## src/rtl/errag_pkg.sv

```systemverilog
package errag_pkg;
    localparam int TYPE_ADDR   = 0;
    localparam int TYPE_PROT   = 1;
    localparam int NUM_TYPE    = 2;
    localparam int CORE_STRIDE = 8;
    localparam int TYPE_STRIDE = 4;

    typedef enum logic [1:0] {
        KIND_MASK = 2'd0,
        KIND_STAT = 2'd1,
        KIND_RAW  = 2'd2,
        KIND_NONE = 2'd3
    } reg_kind_e;
endpackage

```

## src/rtl/errag_lane.sv

```systemverilog
module errag_lane #(
    parameter int NUM_SRC = 8
) (
    input  logic               clk,
    input  logic               rst_n,
    input  logic [NUM_SRC-1:0] src,
    input  logic               wr_mask,
    input  logic               wr_stat,
    input  logic               wr_raw,
    input  logic [NUM_SRC-1:0] wbits,
    output logic [NUM_SRC-1:0] mask_q,
    output logic [NUM_SRC-1:0] stat_q,
    output logic [NUM_SRC-1:0] raw_q,
    output logic               irq_o
);
    logic [NUM_SRC-1:0] stat_clr;
    logic [NUM_SRC-1:0] raw_clr;
    logic [NUM_SRC-1:0] stat_set;

    assign stat_clr = wr_stat ? wbits : '0;
    assign raw_clr  = wr_raw  ? wbits : '0;
    assign stat_set = src & mask_q;

    always_ff @(posedge clk or negedge rst_n) begin
        if (!rst_n) begin
            mask_q <= '0;
            stat_q <= '0;
            raw_q  <= '0;
            irq_o  <= 1'b0;
        end else begin
            if (wr_mask) begin
                mask_q <= wbits;
            end
            raw_q  <= (raw_q & ~raw_clr) | src;
            stat_q <= (stat_q & ~stat_clr) | stat_set;
            irq_o  <= |stat_q;
        end
    end

    assert_raw_tracks_src_R2: assert property (@(posedge clk) disable iff (!rst_n)
        1'b1 |=> ((raw_q & $past(src)) == $past(src)));

    assert_stat_needs_mask_R3: assert property (@(posedge clk) disable iff (!rst_n)
        1'b1 |=> ((stat_q & ~$past(stat_q) & ~$past(mask_q)) == '0));

    assert_irq_from_stat_R4: assert property (@(posedge clk) disable iff (!rst_n)
        $rose(irq_o) |-> ($past(stat_q) != '0));

    assert_clear_works_R6: assert property (@(posedge clk) disable iff (!rst_n)
        wr_stat |=> ((stat_q & $past(wbits & ~(src & mask_q))) == '0));

    assert_set_wins_R8: assert property (@(posedge clk) disable iff (!rst_n)
        1'b1 |=> ((stat_q & $past(src & mask_q)) == $past(src & mask_q)));
endmodule

```

## src/rtl/errag_safe_path.sv

```systemverilog
module errag_safe_path #(
    parameter int NUM_SRC = 8
) (
    input  logic               clk,
    input  logic               rst_n,
    input  logic [NUM_SRC-1:0] src,
    input  logic               wr_mask,
    input  logic [NUM_SRC-1:0] wbits,
    output logic [NUM_SRC-1:0] mask_q,
    output logic               err_o
);
    always_ff @(posedge clk or negedge rst_n) begin
        if (!rst_n) begin
            mask_q <= '0;
            err_o  <= 1'b0;
        end else begin
            if (wr_mask) begin
                mask_q <= wbits;
            end
            err_o <= |(src & mask_q);
        end
    end

    assert_safe_rise_R9: assert property (@(posedge clk) disable iff (!rst_n)
        $rose(err_o) |-> ($past(src & mask_q) != '0));

    assert_safe_quiet_R9: assert property (@(posedge clk) disable iff (!rst_n)
        ($past(src & mask_q) == '0) |-> !err_o);
endmodule

```

## src/rtl/err_irq_aggregator.sv

```systemverilog
module err_irq_aggregator
    import errag_pkg::*;
#(
    parameter int NUM_SRC  = 8,
    parameter int NUM_CORE = 2,
    parameter int ADDR_W   = 8,
    parameter int DATA_W   = 32
) (
    input  logic                clk,
    input  logic                rst_n,
    input  logic [NUM_SRC-1:0]  addr_err_i,
    input  logic [NUM_SRC-1:0]  prot_err_i,
    input  logic                reg_we,
    input  logic [ADDR_W-1:0]   reg_addr,
    input  logic [DATA_W-1:0]   reg_wdata,
    output logic [DATA_W-1:0]   reg_rdata,
    output logic [NUM_CORE-1:0] core_addr_irq_o,
    output logic [NUM_CORE-1:0] core_prot_irq_o,
    output logic                safe_addr_err_o,
    output logic                safe_prot_err_o
);
    localparam int SAFE_BASE = NUM_CORE * CORE_STRIDE;

    logic [NUM_SRC-1:0] wbits;
    logic               unused_wdata;
    logic [NUM_SRC-1:0] src_by_type [NUM_TYPE];

    logic [NUM_SRC-1:0] mask_a [NUM_CORE][NUM_TYPE];
    logic [NUM_SRC-1:0] stat_a [NUM_CORE][NUM_TYPE];
    logic [NUM_SRC-1:0] raw_a  [NUM_CORE][NUM_TYPE];
    logic               irq_a  [NUM_CORE][NUM_TYPE];
    logic [NUM_SRC-1:0] safe_mask_a [NUM_TYPE];
    logic               safe_err_a  [NUM_TYPE];

    assign wbits        = reg_wdata[NUM_SRC-1:0];
    assign unused_wdata = ^reg_wdata;
    assign src_by_type[TYPE_ADDR] = addr_err_i;
    assign src_by_type[TYPE_PROT] = prot_err_i;

    for (genvar c = 0; c < NUM_CORE; c++) begin : g_core
        for (genvar t = 0; t < NUM_TYPE; t++) begin : g_type
            localparam logic [ADDR_W-1:0] BASE =
                ADDR_W'(c * CORE_STRIDE + t * TYPE_STRIDE);

            errag_lane #(.NUM_SRC(NUM_SRC)) lane_i (
                .clk     (clk),
                .rst_n   (rst_n),
                .src     (src_by_type[t]),
                .wr_mask (reg_we && reg_addr == BASE + ADDR_W'(KIND_MASK)),
                .wr_stat (reg_we && reg_addr == BASE + ADDR_W'(KIND_STAT)),
                .wr_raw  (reg_we && reg_addr == BASE + ADDR_W'(KIND_RAW)),
                .wbits   (wbits),
                .mask_q  (mask_a[c][t]),
                .stat_q  (stat_a[c][t]),
                .raw_q   (raw_a[c][t]),
                .irq_o   (irq_a[c][t])
            );
        end
        assign core_addr_irq_o[c] = irq_a[c][TYPE_ADDR];
        assign core_prot_irq_o[c] = irq_a[c][TYPE_PROT];
    end

    for (genvar t = 0; t < NUM_TYPE; t++) begin : g_safe
        localparam logic [ADDR_W-1:0] SAFE_ADDR = ADDR_W'(SAFE_BASE + t);

        errag_safe_path #(.NUM_SRC(NUM_SRC)) safe_i (
            .clk     (clk),
            .rst_n   (rst_n),
            .src     (src_by_type[t]),
            .wr_mask (reg_we && reg_addr == SAFE_ADDR),
            .wbits   (wbits),
            .mask_q  (safe_mask_a[t]),
            .err_o   (safe_err_a[t])
        );
    end

    assign safe_addr_err_o = safe_err_a[TYPE_ADDR];
    assign safe_prot_err_o = safe_err_a[TYPE_PROT];

    always_comb begin
        reg_rdata = '0;
        for (int c = 0; c < NUM_CORE; c++) begin
            for (int t = 0; t < NUM_TYPE; t++) begin
                if (reg_addr == ADDR_W'(c * CORE_STRIDE + t * TYPE_STRIDE + int'(KIND_MASK)))
                    reg_rdata[NUM_SRC-1:0] = mask_a[c][t];
                if (reg_addr == ADDR_W'(c * CORE_STRIDE + t * TYPE_STRIDE + int'(KIND_STAT)))
                    reg_rdata[NUM_SRC-1:0] = stat_a[c][t];
                if (reg_addr == ADDR_W'(c * CORE_STRIDE + t * TYPE_STRIDE + int'(KIND_RAW)))
                    reg_rdata[NUM_SRC-1:0] = raw_a[c][t];
            end
        end
        for (int t = 0; t < NUM_TYPE; t++) begin
            if (reg_addr == ADDR_W'(SAFE_BASE + t))
                reg_rdata[NUM_SRC-1:0] = safe_mask_a[t];
        end
    end

    assert_irq_low_in_reset_R1: assert property (@(posedge clk)
        !rst_n |-> (core_addr_irq_o == '0 && core_prot_irq_o == '0));
endmodule

```

## config.mk

```make
export PLATFORM = sky130hd
export DESIGN_NAME = err_irq_aggregator
export DESIGN_NICKNAME = d
export VERILOG_FILES = /design/src/rtl/errag_pkg.sv /design/src/rtl/errag_lane.sv /design/src/rtl/errag_safe_path.sv /design/src/rtl/err_irq_aggregator.sv
export SDC_FILE = /design/constraint.sdc
export NUM_CORES = 1
export LEC_CHECK = 0
export BUFFER_PORTS_ARGS = -buffer_cell sky130_fd_sc_hd__buf_4
export CORE_MARGIN = 2
export CORE_UTILIZATION = 24
export DETAILED_ROUTE_END_ITERATION = 10
export GPL_TIMING_DRIVEN = 0
export PLACE_DENSITY = 0.48
export SKIP_CTS_REPAIR_TIMING = 1
export SKIP_LAST_GASP = 1
export SLEW_MARGIN = 0
export SYNTH_ARGS = -nofsm -noshare
export SYNTH_HDL_FRONTEND = slang
export SYNTH_SLANG_ARGS = --single-unit
export TNS_END_PERCENT = 20
```

## constraint.sdc

```tcl
create_clock -name clk -period 5.82 [get_ports clk]
set_input_delay 1.164 -clock clk [delete_from_list [all_inputs] [get_ports clk]]
set_output_delay 1.164 -clock clk [all_outputs]
set_load 0.05 [all_outputs]
```

==> results of run 1 <==
==> registers in the layout (all words and copies together) (netlist names) <==
signal,cells
g_core.g_type.lane_i.raw_q,32
g_safe.safe_i.mask_q,16
g_safe.safe_i.err_o,2
g_core.g_type.lane_i.irq_o,4
g_core.g_type.lane_i.mask_q,32
g_core.g_type.lane_i.stat_q,32
==> metal layers <==
layer  wire (um)  track usage  vias up  share of wire
li1            -            -     2324              -
met1       10800        0.250     2641           0.47
met2       10600        0.281      178           0.46
met3        1140       0.0307       26          0.050
met4         472       0.0562        0          0.020
met5           0            0        -              0
==> cells by family after synthesis <==
kind of cell           synth area share
muxes                             0.111
AOI/OAI and AO/OA                 0.203
other                          0.000614
DFF                               0.484
buffers and inverters            0.0592
and+or+nand+nor                   0.143
==> stage by stage <==
step | setup WS [ps] | hold slack, ps
6_report | 848 | 474
5_1_grt | 743 | 494
4_1_cts | 938 | 478
3_5_place_dp | 940 | 466
3_3_place_gp | 933 | 458
2_1_floorplan | 1400 | 441
==> critical path, delay by kind of cell <==
family | cells | cell delay [ps]
AND/OR/NAND/NOR | 3 | 1460
buffers and inverters | 3 | 600
AO/OA/AOI/OAI | 3 | 580
==> worst paths after layout <==
| path | to | start | slack (ps) | cells past startpoint |
|---|---|---|---|---|
| worst max-delay path | reg_rdata[3] | reg_addr[0] | 850 | 9 |
| worst min-delay path | g_core[0].g_type[0].lane_i.raw_q[1]$_DFF_PN0_ | g_core[0].g_type[0].lane_i.raw_q[1]$_DFF_PN0_ | 470 | 1 |
| worst min register to register | g_core[0].g_type[0].lane_i.raw_q[1]$_DFF_PN0_ | g_core[0].g_type[0].lane_i.raw_q[1]$_DFF_PN0_ | 470 | 1 |
| max in group asynchronous | g_core[0].g_type[0].lane_i.stat_q[4]$_DFF_PN0_ | rst_n | 4450 | 2 |
| worst max register to register | g_core[0].g_type[1].lane_i.irq_o$_DFF_PN0_ | g_core[0].g_type[1].lane_i.stat_q[1]$_DFF_PN0_ | 4450 | 2 |
| min in group asynchronous | g_core[0].g_type[1].lane_i.mask_q[1]$_DFFE_PN0P_ | rst_n | 620 | 1 |
==> power groups by stage <==
stage	Clock, W	Combinational (W)	Sequential, W
2_1_floorplan	0	0.000226	0.00100
3_3_place_gp	0	0.000346	0.00105
3_5_place_dp	0	0.000353	0.00104
4_1_cts	0.00110	0.000352	0.00103
5_1_grt	0.00113	0.000380	0.00105
6_report	0.00109	0.000352	0.00103
==> cell usage in the layout, fill, tap and decap left out, types with 3 or more instances in the layout <==
cell	instances
dfrtp_1	118
nor4_1	8
clkbuf_16	17
o211ai_1	6
mux2i_1	9
nand2b_1	6
and3_1	7
a31oi_1	8
o22ai_1	8
clkbuf_1	20
nor2_2	6
buf_4	74
a221oi_1	3
conb_1	24
a22o_1	34
nor3_1	4
nand4_1	5
nor2_1	26
o21ai_0	23
a32oi_1	3
a22oi_1	15
o221ai_1	4
a21oi_1	16
clkbuf_8	5
a21o_1	33
nand2_1	88
buf_2	10
nand3_1	12
clkinvlp_4	4
nor2b_1	10
mux2_2	50
==> layout make-up <==
cell class                 instances  area [um2]  share of cell area
sequential                       118        2950               0.389
multi-input combinational        438        2880               0.379
clock buffer                      23         498              0.0655
tap                              330         413              0.0543
timing repair buffer              47         377              0.0496
buffer                            60         354              0.0466
clock inverter                     9         116              0.0153
inverter                           2        7.51            0.000988
==> run_results.csv, run 1 <==
group,metric,value,unit
cts,clk_pin_slew,60,ps
synthesis,synth_enable_flop_cells,0,
setup_path,critical_path.startpoint_type,"primary input",
route,wl_per_cell,22.4,um
cts,numCtsBuffers,17,
cts,cts_tree,"built",
route,first_pass_iters,5,
route,vias,5169,
floorplanning,io_pins,97,
timing,rsz0062_at_grt,"no",
timing,hold_viol,0,
synthesis,yosys.area.top_type,"dfrtp_1",
setup_path,cpMaxStageDelayCell,"nor2b_1",
layout,final_cells,1027,
floorplanning,die_area,26700,um2
synthesis,synth_seq_cells,118,
power_and_ir_drop,p_comb_frac,0.142,
synthesis,synthCells,595,
layout,area_growth,24.4,%
placed_design,portBuffers,46,
route,postRouteAntennaNets,0,
synthesis,ys_types,55,
timing,max_slew_margin,0.456,
setup_path,crit_fanout,10,
cts,root_buffer,"clkbuf_16",
setup_path,cp_cell_sequence,"buf_4 > clkbuf_1 > nor2b_1 > nand2_1 > nor2_1 > a21oi_1 > o211a_1 > a221oi_2 > buf_4",
power_and_ir_drop,irDropWorstVdd,0.140,mV
setup_path,crit_arrival,3810,ps
cts,clk_latency,430,ps
layout,nets,743,
power_and_ir_drop,powerDensity,326,nW/um2
timing,fin_skew,7.03,ps
layout,fillers,2689,
power_and_ir_drop,seqPwrFrac,0.418,
timing,timing.fmax,201,MHz
floorplanning,start_util,0.243,
global_route,grt_pass1_vias,5110,
timing,setup_viol,0,
global_route,grt_overflow_total,0,
layout,n_antenna_cell,0,
route,dr.first_iter.drc_count,413,
outcome,outcome,"finished, final reports clean",
timing,min_period,4970,ps
layout,fin_util,0.303,
placed_design,dpl-instance-area,6980,um2
synthesis,synthFlopType,"dfrtp_1",
setup_path,critical_path.most_common_cell,"buf_4",
synthesis,yosysMostFrequentCell,"dfrtp_1",
placed_design,dp.cells,995,
min_path,hold_path_class,"reg2reg",
power_and_ir_drop,power.switching,0.000714,W
route,viasPerCell,5.03,
job,drv_cap,0,
floorplanning,chipHeight,164,um
floorplanning,die_width,164,um
timing,report.final.slew_viol_count,0,
cts,htree_levels,4,
route,totalWireLength,23000,um
synthesis,async_reset_ff_frac,1.00,
setup_path,worst_path_largest_cell_delay,670,ps
setup_path,crit_path_end_kind,"primary output",
synthesis,avgSynthCellArea,10.3,um2
placed_design,dp_hpwl,17200,um
global_route,grtUsageTotal,0.179,
global_route,grt_start_max_net_pins,84,
timing,worst_pin_slew,814,ps
cts,cts_sinks,118,
layout,design_area,7600,um2
power_and_ir_drop,power.leakage,3.19,nW
power_and_ir_drop,power_frac_clock,0.439,
synthesis,post-synth-top-area-fraction,0.484,
synthesis,synth_area_leaders,"dfrtp_1 (48%), mux2_2 (9.2%), nand2_1 (5.4%)",
synthesis,yosys-top-cells-count,"dfrtp_1 (118), nand2_1 (88), mux2_2 (50)",
global_route,grt_pass1_wl,34800,um
synthesis,ys_warn_count,0,
timing,fin_crit_sh,0.854,
global_route,antenna_found_initial,0,
placed_design,globalplace.congestion,0.954,
floorplanning,fp.coreArea,25100,um2
synthesis,synth_sequential_area_ratio,0.484,
synthesis,syn-cell-area,6110,um2
layout,drive_gt1_frac,0.263,
power_and_ir_drop,switching_share,0.289,
route,drcViolationCount,0,
floorplanning,rows,58,
setup_path,required,4660,ps
power_and_ir_drop,p_int,0.00176,W
power_and_ir_drop,total_power,0.00247,W
setup_path,path_class,"in2out",
cts,clk_path_buf_depth,2,
timing,tns,0,ps
Power figures use the tool's default switching activity.
==> run 2, diff against run 1 <==
--- a/config.mk
+++ b/config.mk
@@ -8,13 +8,14 @@
 export BUFFER_PORTS_ARGS = -buffer_cell sky130_fd_sc_hd__buf_4
 export CORE_MARGIN = 2
 export CORE_UTILIZATION = 24
+export CTS_BUF_LIST = sky130_fd_sc_hd__clkbuf_8
 export DETAILED_ROUTE_END_ITERATION = 10
 export GPL_TIMING_DRIVEN = 0
 export PLACE_DENSITY = 0.48
-export SKIP_CTS_REPAIR_TIMING = 1
 export SKIP_LAST_GASP = 1
 export SLEW_MARGIN = 0
 export SYNTH_ARGS = -nofsm -noshare
 export SYNTH_HDL_FRONTEND = slang
+export SYNTH_HIERARCHICAL = 1
 export SYNTH_SLANG_ARGS = --single-unit
 export TNS_END_PERCENT = 20
==> run_results.csv, run 2 <==
group,metric,value,unit
layout,drive_gt1_frac,0.269,
synthesis,yosys-top-cells-count,"dfrtp_1 (118), nand2_1 (87), mux2_4 (48)",
timing,fin_crit_sh,0.799,
timing,min_period,4650,ps
layout,ff_latch_area,2950,um2
layout,top_regs,"g_core.g_type.lane_i/mask_q x32, g_core.g_type.lane_i/raw_q x32, g_core.g_type.lane_i/stat_q x32",
min_path,hold_path_class,"reg2reg",
route,drcViolationCount,0,
route,postRouteAntennaNets,0,
global_route,grt_pass1_wl,33400,um
cts,htree_levels,4,
timing,tns,0,ps
synthesis,synth_xor_area_frac,0,
route,viasPerCell,5.04,
layout,nets,737,
timing,rsz0062_at_grt,"no",
route,totalWireLength,21900,um
synthesis,synthAdderAreaFrac,0,
min_path,worstHoldPathCells,1,
layout,final_common_cell,"dfrtp_1",
floorplanning,io_pins,97,
timing,max_slew_margin,0.493,
synthesis,synth_top_family_by_area,"compound AO/OA/AOI/OAI gates",
synthesis,synthFlopType,"dfrtp_1",
placed_design,globalplace.congestion,0.942,
global_route,grt_pass1_vias,5217,
cts,clk_pin_slew,70,ps
floorplanning,die_area,27700,um2
layout,area_growth,20.1,%
synthesis,ys_warn_count,6,
synthesis,synth_compound_area_frac,0.193,
cts,clk_path_buf_depth,2,
synthesis,async_reset_ff_frac,1.00,
min_path,hold_end,"g_core[0].g_type[1].lane_i/raw_q[5]$_DFF_PN0_",
layout,layout_common_cells,"dfrtp_1 (118), nand2_1 (87), buf_4 (71)",
route,vias,5163,
global_route,antenna_found_initial,0,
setup_path,cp_top_family,"buffers and inverters",
power_and_ir_drop,irDropWorstVdd,0.138,mV
power_and_ir_drop,power.leakage,3.18,nW
synthesis,synth_enable_flop_cells,0,
outcome,outcome,"finished, final reports clean",
setup_path,crit_path_end_kind,"primary output",
setup_path,reg2reg_setup_slack,4620,ps
timing,report.final.slew_viol_count,0,
route,first_pass_iters,7,
setup_path,crit_fanout,10,
synthesis,synth_sequential_area_ratio,0.466,
floorplanning,rows,59,
synthesis,synth_area_leaders,"dfrtp_1 (47%), mux2_4 (11%), nand2_1 (5.2%)",
setup_path,crit_arrival,3480,ps
power_and_ir_drop,total_power,0.00215,W
setup_path,worst_path_largest_cell_delay,590,ps
timing,worst_pin_slew,759,ps
setup_path,cp_cell_sequence,"buf_4 > buf_2 > buf_2 > buf_1 > o21ai_0 > nand2_1 > o221ai_1 > a31oi_1 > buf_4",
power_and_ir_drop,powerDensity,282,nW/um2
cts,root_buffer,"clkbuf_8",
job,drv_cap,0,
cts,cts_sinks,118,
timing,hold_viol,0,
synthesis,synth-simple-area-share,0.130,
layout,multi_input_area,3070,um2
cts,postCtsSetupBuffers,0,
placed_design,dp.cells,994,
setup_path,cp_num_buf_inv,5,
cts,numCtsBuffers,17,
cts,cts_hold_buffers,0,
route,wl_per_cell,21.4,um
synthesis,post-synth-top-area-fraction,0.466,
timing,worst_slack,1170,ps
floorplanning,die_width,167,um
setup_path,cpMaxStageDelayCell,"buf_1",
placed_design,portBuffers,48,
setup_path,required,4660,ps
placed_design,pre_cts_ws,1240,ps
layout,n_antenna_cell,0,
setup_path,reg2reg_to,"g_safe[0].safe_i/err_o$_DFF_PN0_",
global_route,grt_start_max_net_pins,84,
synthesis,yosys.area.top_type,"dfrtp_1",
min_path,min_from,"g_core[0].g_type[1].lane_i/raw_q[5]$_DFF_PN0_",
setup_path,path_class,"in2out",
synthesis,synth_mux_area_frac,0.148,
cts,cts_tree,"built",
floorplanning,chipHeight,167,um
placed_design,dp_hpwl,16000,um
timing,setup_viol,0,
setup_path,r2r-start,"g_safe[0].safe_i/mask_q[4]$_DFFE_PN0P_",
synthesis,synthCells,587,
timing,fin_skew,11.5,ps
timing,timing.fmax,215,MHz
synthesis,synth_seq_cells,118,
global_route,grtUsageTotal,0.160,
cts,clk_latency,450,ps
synthesis,ys_types,57,
route,dr.first_iter.drc_count,478,
synthesis,yosysMostFrequentCell,"dfrtp_1",
synthesis,syn-cell-area,6340,um2
synthesis,avgSynthCellArea,10.8,um2
setup_path,critical_path.startpoint_type,"primary input",
cts,ctsResizeCount,0,
floorplanning,fp.coreArea,26000,um2
layout,fillers,2780,
layout,final_cells,1024,
setup_path,rr_worst_depth,2,
floorplanning,start_util,0.244,
global_route,grt_overflow_total,0,
==> run 2: cell count changes in the layout (fill, tap and decap cells not counted), moves of 7 or more <==
cell       change
mux2_4        +48
mux2_2        -44
clkbuf_16     -17
clkbuf_8      +12
clkbuf_1      -11
buf_2          +8
o21ai_0        -7
==> run 2: final cells by class <==
type                    instances  share of cell area
plain buffers                  59              0.0508
flip-flops and latches        118               0.388
inverters                       4             0.00197
multi-input cells             429               0.403
well taps                     335              0.0551
repair buffers                 49              0.0514
clock inverters                13              0.0187
clock buffers                  17              0.0307
==> run 2: where the power goes <==
group          total (W)  leakage, nW  switching (W)  internal (W)
Combinational   0.000365         1.59       0.000207      0.000159
Clock           0.000746        0.199       0.000337      0.000409
Sequential       0.00104         1.39       0.000113      0.000923
Total            0.00215         3.18       0.000657       0.00149
==> run 2: worst max-delay path by stage <==
stage	start	endpoint	cells past startpoint
global route	reg_addr[0]	reg_rdata[1]	9
detailed placement	reg_addr[0]	reg_rdata[0]	9
global placement	reg_addr[0]	reg_rdata[0]	9
CTS	reg_addr[0]	reg_rdata[0]	9
finish	reg_addr[0]	reg_rdata[0]	9
floorplan	reg_addr[2]	reg_rdata[5]	7
==> run 2: cells by family (layout without fill, tap and decap cells) <==
| family | count (synthesis) | count (layout) |
|---|---|---|
| and+or+nand+nor | 171 | 171 |
| DFF | 118 | 118 |
| buffers and inverters | 63 | 142 |
| muxes | 69 | 69 |
| other | 1 | 24 |
| AOI/OAI and AO/OA | 165 | 165 |
==> run 2: worst reg2reg max path, cell delays in order (launching register included) <==
cell and delay (ps):
dfrtp_1 400, a22oi_1 480, nand4_1 170
==> run 2: per-layer routing <==
layer | vias up | part of all wire | global-route usage
met5 | - | 0 | 0
met4 | 0 | 0.0095 | 0.0330
met3 | 18 | 0.075 | 0.0330
met2 | 241 | 0.44 | 0.241
met1 | 2591 | 0.47 | 0.236
li1 | 2313 | - | -
==> run 2: metrics by stage <==
step                utilization  cell area, um2  hold WS, ps
global placement          0.277            7210          458
detailed placement        0.279            7240          466
floorplan                     -            6430          442
finish                    0.293            7610          480
CTS                       0.293            7610          482
global route              0.293            7610          505
==> run 3, diff against run 2 <==
--- a/config.mk
+++ b/config.mk
@@ -11,7 +11,7 @@
 export CTS_BUF_LIST = sky130_fd_sc_hd__clkbuf_8
 export DETAILED_ROUTE_END_ITERATION = 10
 export GPL_TIMING_DRIVEN = 0
-export PLACE_DENSITY = 0.48
+export PLACE_DENSITY = 0.5
 export SKIP_LAST_GASP = 1
 export SLEW_MARGIN = 0
 export SYNTH_ARGS = -nofsm -noshare
==> constraint.sdc (replaced) <==
create_clock -name clk -period 4.1 [get_ports clk]
set_input_delay 0.82 -clock clk [delete_from_list [all_inputs] [get_ports clk]]
set_output_delay 0.82 -clock clk [all_outputs]
set_load 0.05 [all_outputs]
==> run_results.csv, run 3 (synthesis results as in run 2) <==
group,metric,value,unit
cts,root_buffer,"clkbuf_8",
setup_path,required,3280,ps
floorplanning,die_area,27700,um2
outcome,outcome,"finished, final reports clean",
setup_path,critical_path.startpoint_type,"primary input",
timing,timing.fmax,251,MHz
setup_path,crit_fanout,10,
timing,hold_viol,0,
layout,drive_gt1_frac,0.274,
power_and_ir_drop,irDropWorstVdd,0.171,mV
timing,worst_pin_slew,784,ps
cts,cts_sinks,118,
global_route,grt_pass1_wl,32400,um
timing,min_period,3990,ps
placed_design,pre_cts_ws,194,ps
route,wl_per_cell,21.1,um
cts,htree_levels,4,
route,drcViolationCount,0,
setup_path,crit_path_end_kind,"primary output",
floorplanning,fp.coreArea,26000,um2
power_and_ir_drop,total_power,0.00312,W
global_route,grt_start_max_net_pins,80,
layout,final_common_cell,"dfrtp_1",
cts,cts_hold_buffers,0,
global_route,grtUsageTotal,0.156,
job,drv_cap,0,
layout,top_regs,"g_core.g_type.lane_i/mask_q x32, g_core.g_type.lane_i/raw_q x32, g_core.g_type.lane_i/stat_q x32",
setup_path,cp_top_family,"buffers and inverters",
layout,nets,737,
cts,clk_latency,450,ps
timing,setup_viol,0,
setup_path,cp_num_buf_inv,5,
timing,worst_slack,112,ps
power_and_ir_drop,power.leakage,3.18,nW
cts,postCtsSetupBuffers,0,
layout,fin_util,0.295,
layout,fillers,2757,
timing,max_slew_margin,0.476,
route,vias,5069,
layout,area_growth,20.9,%
layout,n_antenna_cell,0,
setup_path,cp_cell_sequence,"buf_4 > buf_2 > buf_2 > buf_1 > o21ai_0 > nand2_1 > o221ai_1 > a31oi_1 > buf_4",
route,dr.first_iter.drc_count,451,
placed_design,dpl-instance-area,7240,um2
cts,cts_tree,"built",
placed_design,dp_hpwl,15900,um
floorplanning,die_width,167,um
route,first_pass_iters,5,
layout,layout_common_cells,"dfrtp_1 (118), nand2_1 (87), buf_4 (71)",
timing,fin_crit_sh,0.973,
timing,tns,0,ps
layout,multi_input_area,3070,um2
cts,clk_pin_slew,80,ps
placed_design,portBuffers,48,
cts,clk_path_buf_depth,2,
power_and_ir_drop,powerDensity,408,nW/um2
floorplanning,rows,59,
global_route,grt_overflow_total,0,
route,postRouteAntennaNets,0,
cts,numCtsBuffers,17,
placed_design,globalplace.congestion,0.929,
cts,ctsResizeCount,0,
setup_path,cpMaxStageDelayCell,"buf_1",
timing,fin_skew,13.3,ps
floorplanning,io_pins,97,
setup_path,crit_arrival,3170,ps
global_route,antenna_found_initial,1,
floorplanning,start_util,0.244,
timing,rsz0062_at_grt,"no",
route,totalWireLength,21700,um
route,viasPerCell,4.94,
global_route,grt_pass1_vias,5069,
layout,ff_latch_area,2950,um2
setup_path,worst_path_largest_cell_delay,620,ps
floorplanning,chipHeight,167,um
layout,design_area,7660,um2
timing,report.final.slew_viol_count,0,
setup_path,path_class,"in2out",
min_path,hold_path_class,"in2async",
run 3: cell count changes in the layout (fill, tap and decap cells not counted), sizes merged:
cell	before	now
clkinvlp	2	4
clkbuf	26	27
inv	5	4
run 3: path summary, 6_finish.rpt:
path | start | to | slack [ps] | cells past startpoint
max in group asynchronous | rst_n | g_core[1].g_type[0].lane_i/mask_q[0]$_DFFE_PN0P_ | 3090 | 2
worst min-delay path | rst_n | g_core[1].g_type[1].lane_i/mask_q[4]$_DFFE_PN0P_ | 270 | 1
worst min register to register | g_core[0].g_type[0].lane_i/raw_q[3]$_DFF_PN0_ | g_core[0].g_type[0].lane_i/raw_q[3]$_DFF_PN0_ | 480 | 1
min in group clk | g_core[0].g_type[0].lane_i/raw_q[3]$_DFF_PN0_ | g_core[0].g_type[0].lane_i/raw_q[3]$_DFF_PN0_ | 480 | 1
worst max-delay path | reg_addr[0] | reg_rdata[0] | 110 | 9
worst max register to register | g_core[1].g_type[0].lane_i/stat_q[5]$_DFF_PN0_ | g_core[1].g_type[0].lane_i/irq_o$_DFF_PN0_ | 2830 | 2
run 3: per-layer routing:
metal	global-route usage	part of all wire	vias to the layer above
met2	0.231	0.44	195
met5	0	0.00046	-
met4	0.0424	0.015	2
met1	0.224	0.48	2550
li1	-	-	2299
met3	0.0435	0.064	23
run 3: where the power goes:
part	total (W)	leakage [nW]	switching [W]	internal [W]
logic	0.000519	1.59	0.000294	0.000225
clock network	0.00114	0.201	0.000517	0.000621
registers	0.00147	1.39	0.000158	0.00131
run 3: area by class of cell:
class,count,area share
Multi-Input combinational cell,429,0.401
Clock buffer,18,0.0323
Inverter,4,0.00196
Timing Repair Buffer,49,0.0511
Buffer,59,0.0505
Clock inverter,14,0.0232
Tap cell,335,0.0547
Sequential cell,118,0.385
run 3: per-stage QoR:
step,hold slack (ps),cells
after CTS,272,1026
after global placement,460,993
after detailed placement,463,994
after global routing,271,1026
after floorplan,442,610
final,270,1026
run 3: worst register-to-register path: stages, from the launching register on:
cell,delay (ps)
dfrtp_1,430
nor4_1,540
nand2_1,170
